### src/rtl/cma_pkg.sv
package cma_pkg;
  localparam int COMMA_W = 7;
  localparam logic [COMMA_W-1:0] NEG_COMMA = 7'b0011111;
  localparam logic [COMMA_W-1:0] POS_COMMA = 7'b1100000;
endpackage

### src/rtl/cma_en_sync.sv
module cma_en_sync #(
  parameter int N = 2
) (
  input  logic         clk,
  input  logic         rst,
  input  logic [N-1:0] d_i,
  output logic [N-1:0] q_o
);
  always_ff @(posedge clk) begin
    if (rst) q_o <= '0;
    else     q_o <= d_i;
  end
endmodule

### src/rtl/cma_window_scan.sv
module cma_window_scan #(
  parameter int GW = 10
) (
  input  logic [2*GW-1:0] win_i,
  output logic [GW-1:0]   neg_at_o,
  output logic [GW-1:0]   pos_at_o
);
  import cma_pkg::*;

  // one comparator pair per candidate bit offset
  for (genvar k = 0; k < GW; k++) begin : g_off
    localparam int TOP = 2*GW-1-k;
    assign neg_at_o[k] = (win_i[TOP -: COMMA_W] == NEG_COMMA);
    assign pos_at_o[k] = (win_i[TOP -: COMMA_W] == POS_COMMA);
  end
endmodule

### src/rtl/cma_frame_shift.sv
module cma_frame_shift #(
  parameter int GW = 10,
  localparam int OW = $clog2(GW)
) (
  input  logic          clk,
  input  logic          rst,
  input  logic [GW-1:0] grp_i,
  input  logic          en_pos,
  input  logic          en_neg,
  output logic [GW-1:0] sym_o,
  output logic          sym_comma_o,
  output logic          sym_vld_o,
  output logic          realign_o
);
  logic [2*GW-1:0] win_q;
  logic [1:0]      fill_q;
  logic [OW-1:0]   off_q;
  logic [GW-1:0]   neg_at, pos_at, en_hit;
  logic [OW-1:0]   pick, eff;
  logic            at_cur, move, full;
  logic [GW-1:0]   sym_c;
  logic            cm_c;

  always_ff @(posedge clk) begin
    if (rst) begin
      win_q  <= '0;
      fill_q <= '0;
    end else begin
      win_q <= {win_q[GW-1:0], grp_i};
      if (fill_q != 2'd2) fill_q <= fill_q + 2'd1;
    end
  end

  assign full = (fill_q == 2'd2);

  cma_window_scan #(.GW(GW)) u_scan (
    .win_i    (win_q),
    .neg_at_o (neg_at),
    .pos_at_o (pos_at)
  );

  assign en_hit = (neg_at & {GW{en_neg}}) | (pos_at & {GW{en_pos}});

  always_comb begin
    pick   = '0;
    at_cur = 1'b0;
    for (int k = GW-1; k >= 0; k--) begin
      if (en_hit[k]) pick = OW'(k);
    end
    for (int k = 0; k < GW; k++) begin
      if (off_q == OW'(k)) at_cur = en_hit[k];
    end
    move = full && (|en_hit) && !at_cur;
    eff  = move ? pick : off_q;
    sym_c = '0;
    cm_c  = 1'b0;
    for (int k = 0; k < GW; k++) begin
      if (eff == OW'(k)) begin
        sym_c = win_q[2*GW-1-k -: GW];
        cm_c  = neg_at[k] | pos_at[k];
      end
    end
  end

  always_ff @(posedge clk) begin
    if (rst) begin
      off_q       <= '0;
      realign_o   <= 1'b0;
      sym_o       <= '0;
      sym_comma_o <= 1'b0;
      sym_vld_o   <= 1'b0;
    end else begin
      off_q       <= eff;
      realign_o   <= move;
      sym_o       <= sym_c;
      sym_comma_o <= cm_c && full;
      sym_vld_o   <= full;
    end
  end

  // a realign pulse always comes with a new offset
  a_r2_realign_moves: assert property (@(posedge clk) disable iff (rst)
    realign_o |-> (off_q != $past(off_q)));

  // with both retimed enables low the offset holds
  a_r4_frozen: assert property (@(posedge clk) disable iff (rst)
    (!en_pos && !en_neg) |=> $stable(off_q));
endmodule

### src/rtl/cma_lane_packer.sv
module cma_lane_packer #(
  parameter int GW       = 10,
  parameter int LANES    = 2,
  parameter bit MSB_LANE = 1'b1,
  localparam int CW = (LANES > 1) ? $clog2(LANES) : 1
) (
  input  logic                clk,
  input  logic                rst,
  input  logic [GW-1:0]       sym_i,
  input  logic                sym_comma_i,
  input  logic                sym_vld_i,
  output logic [LANES*GW-1:0] word_o,
  output logic [LANES-1:0]    comma_lane_o,
  output logic                word_vld_o
);
  function automatic logic [LANES-1:0] odd_below_top();
    logic [LANES-1:0] m;
    for (int i = 0; i < LANES; i++) m[i] = (((LANES-1-i) % 2) == 1);
    return m;
  endfunction
  localparam logic [LANES-1:0] BAD_LANES = odd_below_top();

  logic [CW-1:0]       cnt_q, base;
  logic [LANES*GW-1:0] acc_q, acc_n;
  logic [LANES-1:0]    fl_q, fl_n;
  logic                restart, last;

  always_comb begin
    restart = (MSB_LANE != 1'b0) && (LANES > 1) && sym_comma_i && cnt_q[0];
    base    = restart ? '0 : cnt_q;
    acc_n   = restart ? '0 : acc_q;
    fl_n    = restart ? '0 : fl_q;
    for (int i = 0; i < LANES; i++) begin
      if (base == CW'(LANES-1-i)) begin
        acc_n[i*GW +: GW] = sym_i;
        fl_n[i]           = sym_comma_i;
      end
    end
    last = (base == CW'(LANES-1));
  end

  always_ff @(posedge clk) begin
    if (rst) begin
      cnt_q        <= '0;
      acc_q        <= '0;
      fl_q         <= '0;
      word_o       <= '0;
      comma_lane_o <= '0;
      word_vld_o   <= 1'b0;
    end else begin
      word_vld_o   <= 1'b0;
      comma_lane_o <= '0;
      if (sym_vld_i) begin
        if (last) begin
          word_o       <= acc_n;
          comma_lane_o <= fl_n;
          word_vld_o   <= 1'b1;
          cnt_q        <= '0;
          acc_q        <= '0;
          fl_q         <= '0;
        end else begin
          cnt_q <= base + 1'b1;
          acc_q <= acc_n;
          fl_q  <= fl_n;
        end
      end
    end
  end

  // with several lanes, completed words are never back to back
  a_r6_vld_spaced: assert property (@(posedge clk) disable iff (rst)
    (LANES > 1 && word_vld_o) |=> !word_vld_o);

  // upper-lane placement keeps commas out of odd-below-top lanes
  a_r7_msb_lanes: assert property (@(posedge clk) disable iff (rst)
    (MSB_LANE && word_vld_o) |-> ((comma_lane_o & BAD_LANES) == '0));

  // no lane flag outside a word pulse
  a_r1_flags_gated: assert property (@(posedge clk) disable iff (rst)
    !word_vld_o |-> (comma_lane_o == '0));
endmodule

### src/rtl/comma_aligner.sv
module comma_aligner #(
  parameter int GW       = 10,
  parameter int LANES    = 2,
  parameter bit MSB_LANE = 1'b1
) (
  input  logic                clk,
  input  logic                rst,
  input  logic [GW-1:0]       rx_grp_i,
  input  logic                en_pos_i,
  input  logic                en_neg_i,
  output logic [LANES*GW-1:0] word_o,
  output logic [LANES-1:0]    comma_lane_o,
  output logic                word_vld_o,
  output logic                realign_o
);
  logic [1:0]    en_q;
  logic [GW-1:0] sym;
  logic          sym_comma, sym_vld;

  cma_en_sync #(.N(2)) u_sync (
    .clk (clk),
    .rst (rst),
    .d_i ({en_pos_i, en_neg_i}),
    .q_o (en_q)
  );

  cma_frame_shift #(.GW(GW)) u_shift (
    .clk         (clk),
    .rst         (rst),
    .grp_i       (rx_grp_i),
    .en_pos      (en_q[1]),
    .en_neg      (en_q[0]),
    .sym_o       (sym),
    .sym_comma_o (sym_comma),
    .sym_vld_o   (sym_vld),
    .realign_o   (realign_o)
  );

  cma_lane_packer #(.GW(GW), .LANES(LANES), .MSB_LANE(MSB_LANE)) u_pack (
    .clk          (clk),
    .rst          (rst),
    .sym_i        (sym),
    .sym_comma_i  (sym_comma),
    .sym_vld_i    (sym_vld),
    .word_o       (word_o),
    .comma_lane_o (comma_lane_o),
    .word_vld_o   (word_vld_o)
  );

  // a realignment needs an enable that was present two edges earlier
  a_r5_retimed_enable: assert property (@(posedge clk) disable iff (rst)
    realign_o |-> $past(en_pos_i || en_neg_i, 2));
endmodule

### config.mk
export PLATFORM = sky130hd
export DESIGN_NAME = comma_aligner
export DESIGN_NICKNAME = d
export VERILOG_FILES = /design/src/rtl/cma_pkg.sv /design/src/rtl/cma_en_sync.sv /design/src/rtl/cma_window_scan.sv /design/src/rtl/cma_frame_shift.sv /design/src/rtl/cma_lane_packer.sv /design/src/rtl/comma_aligner.sv
export SDC_FILE = /design/constraint.sdc
export NUM_CORES = 1
export LEC_CHECK = 0
export ABC_AREA = 1
export ABC_CLOCK_PERIOD_IN_PS = 6180
export BUFFER_PORTS_ARGS = -buffer_cell sky130_fd_sc_hd__buf_2
export CAP_MARGIN = 10
export CORE_MARGIN = 2
export CORE_UTILIZATION = 55
export DETAILED_ROUTE_END_ITERATION = 12
export GPL_TIMING_DRIVEN = 0
export HOLD_SLACK_MARGIN = 0.06
export PLACE_DENSITY = 0.76
export SYNTH_ARGS = -nofsm -noshare
export SYNTH_HDL_FRONTEND = slang
export SYNTH_HIERARCHICAL = 1
export SYNTH_SLANG_ARGS = --single-unit
### constraint.sdc
create_clock -name clk -period 6.18 [get_ports clk]
set_input_delay 0.309 -clock clk [delete_from_list [all_inputs] [get_ports clk]]
set_output_delay 0.309 -clock clk [all_outputs]
set_load 0.005 [all_outputs]
==> flow_metrics.py <==
metrics = {
    "run_status": {
        "status": "finished clean",
    },
    "global_routing": {
        "grt_pass1_wl_mm": 19.1,
        "grt.met2_usage": 0.466,
        "grt.busiest_layer": "met2",
        "grt_use_total": 0.271,
        "grt_pass1_vias": 4100,
        "gr-total-overflow": 0,
        "grtUsageMet3": 0.0431,
        "gr-usage-met1": 0.341,
        "antenna_found_initial": 0,
        "grt_max_degree": 19,
    },
    "detailed_routing": {
        "num_vias": 4508,
        "drt-total-wl_mm": 11.4,
        "final_antenna_net_count": 0,
        "drcViolationCount": 0,
        "wire_per_inst_um": 13.1,
        "via_per_inst": 5.16,
        "drt-initial-drc-count": 428,
        "first_pass_iters": 5,
    },
    "logic_synthesis": {
        "ys_types": 32,
        "synth-seq-cells": 86,
        "postSynthCellCount": 715,
        "syn_area_sq_um": 4530,
        "synth_area_per_cell_sq_um": 6.33,
        "syn-num-nets": 730,
        "ys_warn_count": 6,
        "yosysSeqAreaShare": 0.380,
    },
    "worst_setup_path": {
        "worst_setup_path_start_kind": "register",
        "critPathCaptureType": "register",
        "crit_buf_inv": 4,
        "crit_family": "simple AND/OR/NAND/NOR gates",
        "crit_start": "u_shift/win_q[8]$_SDFF_PP0_",
        "cp.required_ns": 6.43,
        "critPathMaxFanout": 13,
        "path_cells": "nand2_1 -> inv_1 -> nand2_1 -> nor2_1 -> nand2_1 -> nand2_1 -> nor2_1 -> nand3_2 -> nor2_4 -> nor2_4 -> inv_2 -> nor2_4 -> nand2_1 -> nand2_2 -> inv_1 -> nor3_1 -> clkbuf_1 -> nand2_1 -> nand2_1 -> nand2_1 -> nand2_1 -> a21oi_2",
        "r2r_start": "u_shift/win_q[8]$_SDFF_PP0_",
        "worst_path_largest_cell_delay_ns": 0.69,
        "slowest_stage": "dfxtp_1",
        "reg2reg_slack_ns": 2.85,
        "crit_type": "register to register",
        "arrival_ns": 3.58,
        "cpMostUsedCell": "nand2_1",
    },
    "sta": {
        "slew_headroom": 0.623,
        "layout_min_cycle_time_ns": 3.33,
        "slew_violations": 0,
        "finalSetupViolCount": 0,
        "fmax_mhz": 301,
        "finalHoldViolCount": 0,
        "rsz0062_at_grt": "false",
        "worst_pin_slew_ns": 0.565,
        "skew_ns": 0.0123,
        "setup_slack_ns": 2.85,
        "finalCritPeriodShare": 0.538,
        "setup_tns_ns": 0,
    },
    "clock_network": {
        "clk_path_buf_depth": 2,
        "numCtsBuffers": 9,
        "cts.clk_slew.worst_paths_ns": 0.11,
        "cts_tree": "yes",
        "cts_resized": 0,
        "clock_latency_ns": 0.37,
        "clock-root-buffer": "clkbuf_8",
        "postCtsHoldBufs": 0,
        "h-tree-depth": 3,
        "cts_setup_buffers": 0,
        "numClockSinks": 86,
    },
    "pwr": {
        "p_clk_frac": 0.350,
        "p_per_area_nw_per_um2": 226,
        "switching_share": 0.308,
        "power_frac_seq": 0.536,
        "ir_drop_mv": 0.115,
        "p_int_uw": 789,
        "p_comb_frac": 0.114,
        "p_leak_nw": 2.37,
        "power.switching_uw": 351,
    },
    "die": {
        "ios": 38,
        "chipHeight_um": 94.7,
        "initial_core_util": 0.559,
        "fp.coreArea_sq_um": 8090,
        "placement_rows": 33,
        "die_w_um": 94.7,
        "dieArea_sq_um": 8970,
    },
    "layout": {
        "post_route_cells_drive_above_1_share": 0.163,
        "area_delta_synth_final_pct": 11.4,
        "nets": 778,
        "antenna_cells": 0,
        "fin_area_sq_um": 5040,
    },
    "min_path": {
        "hold_path.class": "input port to register",
        "worstHoldStart": "rx_grp_i[2]",
    },
    "placed_design": {
        "dp_hpwl_mm": 8.72,
        "placed_area_sq_um": 4840,
        "port_buffers": 37,
        "post-place-ws_ns": 2.96,
        "place.gp.congestion": 0.953,
    },
    "job": {
        "drv_cap": 0,
    },
}
## power by group through the flow
stage | combinational, mW | sequential, mW | clock (mW)
6_report | 0.131 | 0.611 | 0.399
5_1_grt | 0.150 | 0.614 | 0.429
4_1_cts | 0.130 | 0.610 | 0.405
3_5_place_dp | 0.129 | 0.622 | 0
3_3_place_gp | 0.126 | 0.622 | 0
2_1_floorplan | 0.0979 | 0.613 | 0
## tightest hold or removal path, delay by kind of cell
| family | cells | cell delay [ns] |
|---|---|---|
| and+or+nand+nor | 1 | 0.06 |
| buffers and inverters | 2 | 0.10 |
## sequential cells by signal (all words and copies together) (netlist names)
register and cells:
u_pack/word_vld_o 1, u_pack/acc_q 20, u_pack/fl_q 1, u_pack/comma_lane_o 2, u_sync/q_o 2, u_pack/cnt_q 1, u_shift/sym_o 10, u_shift/sym_vld_o 1
u_shift/realign_o 1, u_shift/win_q 20, u_pack/word_o 20, u_shift/fill_q 2, u_shift/sym_comma_o 1, u_shift/off_q 4
## layout make-up
type                            instances  area, sq um
Buffer                                 20          105
Timing Repair Buffer                   37          185
Clock buffer                            9          124
Fill cell                             828         3050
Multi-Input combinational cell        510         2330
Inverter                               99          373
Sequential cell                        86         1720
Clock inverter                          7         76.3
Tap cell                              105          131
## layout by cell type, fill, tap and decap left out, types with 2 or more instances in the layout
| master | Yosys | routed |
|---|---|---|
| nor2_2 | 15 | 15 |
| clkinv_1 | 4 | 4 |
| dfxtp_1 | 86 | 86 |
| o22ai_1 | 9 | 9 |
| inv_1 | 83 | 83 |
| inv_8 | 0 | 3 |
| nand2_2 | 15 | 15 |
| clkbuf_8 | 0 | 9 |
| clkbuf_1 | 5 | 5 |
| buf_2 | 12 | 49 |
| nand4_1 | 8 | 8 |
| buf_4 | 2 | 2 |
| inv_2 | 11 | 11 |
| nand2_1 | 209 | 209 |
| nand3_2 | 5 | 5 |
| o2111ai_1 | 5 | 5 |
| nor2_4 | 5 | 5 |
| or2_2 | 2 | 2 |
| clkinv_4 | 0 | 3 |
| o21ai_0 | 20 | 20 |
| a21oi_1 | 35 | 35 |
| nor3_1 | 12 | 12 |
| nor2_1 | 109 | 109 |
| nand3_1 | 52 | 52 |
## synth_stat cells
cell / number / share of area
ha_1: 1 / 0.0028
o221ai_1: 1 / 0.0019
clkinv_2: 1 / 0.0011
nand3_1: 52 / 0.058
buf_2: 12 / 0.013
inv_2: 11 / 0.0091
nor2_2: 15 / 0.021
o22ai_1: 9 / 0.012
dfxtp_1: 86 / 0.38
clkbuf_1: 5 / 0.0041
nor2_4: 5 / 0.012
or2_2: 2 / 0.0028
a21oi_2: 1 / 0.0019
nor3_4: 1 / 0.0036
buf_4: 2 / 0.0033
buf_6: 1 / 0.0025
nand3_2: 5 / 0.011
clkinv_1: 4 / 0.0033
inv_1: 83 / 0.069
o31ai_1: 1 / 0.0017
nor3_2: 1 / 0.0022
nor3_1: 12 / 0.013
nor2_1: 109 / 0.090
a21oi_1: 35 / 0.039
nand2_1: 209 / 0.17
nand2_2: 15 / 0.021
o2111ai_1: 5 / 0.0097
o21ai_0: 20 / 0.022
nand4_1: 8 / 0.011
a21boi_0: 1 / 0.0017
o21ai_1: 1 / 0.0011
conb_1: 1 / 0.00083
## through the flow
| step | utilization | total power [mW] | std cells | hold WS (ns) |
|---|---|---|---|---|
| 2_1_floorplan | - | 0.711 | 715 | 0.380 |
| 3_3_place_gp | 0.598 | 0.748 | 857 | 0.392 |
| 3_5_place_dp | 0.598 | 0.751 | 857 | 0.403 |
| 4_1_cts | 0.623 | 1.14 | 873 | 0.124 |
| 5_1_grt | 0.623 | 1.19 | 873 | 0.135 |
| 6_report | 0.623 | 1.14 | 873 | 0.131 |
## final timing paths
| path | to | cells after the start |
|---|---|---|
| max | u_shift/sym_comma_o$_SDFF_PP0_ | 22 |
| min | u_shift/win_q[2]$_SDFF_PP0_ | 3 |
| max reg2reg | u_shift/sym_comma_o$_SDFF_PP0_ | 22 |
| min reg2reg | u_shift/win_q[10]$_SDFF_PP0_ | 2 |
## per-layer routing
layer	part of all wire	vias up	routed length [um]
met2	0.47	179	5400
li1	-	2335	-
met5	0	-	0
met4	0.020	0	232
met3	0.077	27	875
met1	0.43	1967	4890
## kinds of logic (layout without fill, tap and decap cells)
| group | Yosys count | in the layout | synth area share |
|---|---|---|---|
| buffers and inverters | 119 | 172 | 0.106 |
| adder cells (fa/ha/maj) | 1 | 1 | 0.00276 |
| other | 1 | 1 | 0.000829 |
| AO/OA/AOI/OAI | 74 | 74 | 0.0912 |
| AND/OR/NAND/NOR | 434 | 434 | 0.419 |
| flip-flops | 86 | 86 | 0.380 |
No activity file was read; power rests on OpenSTA's default activity.
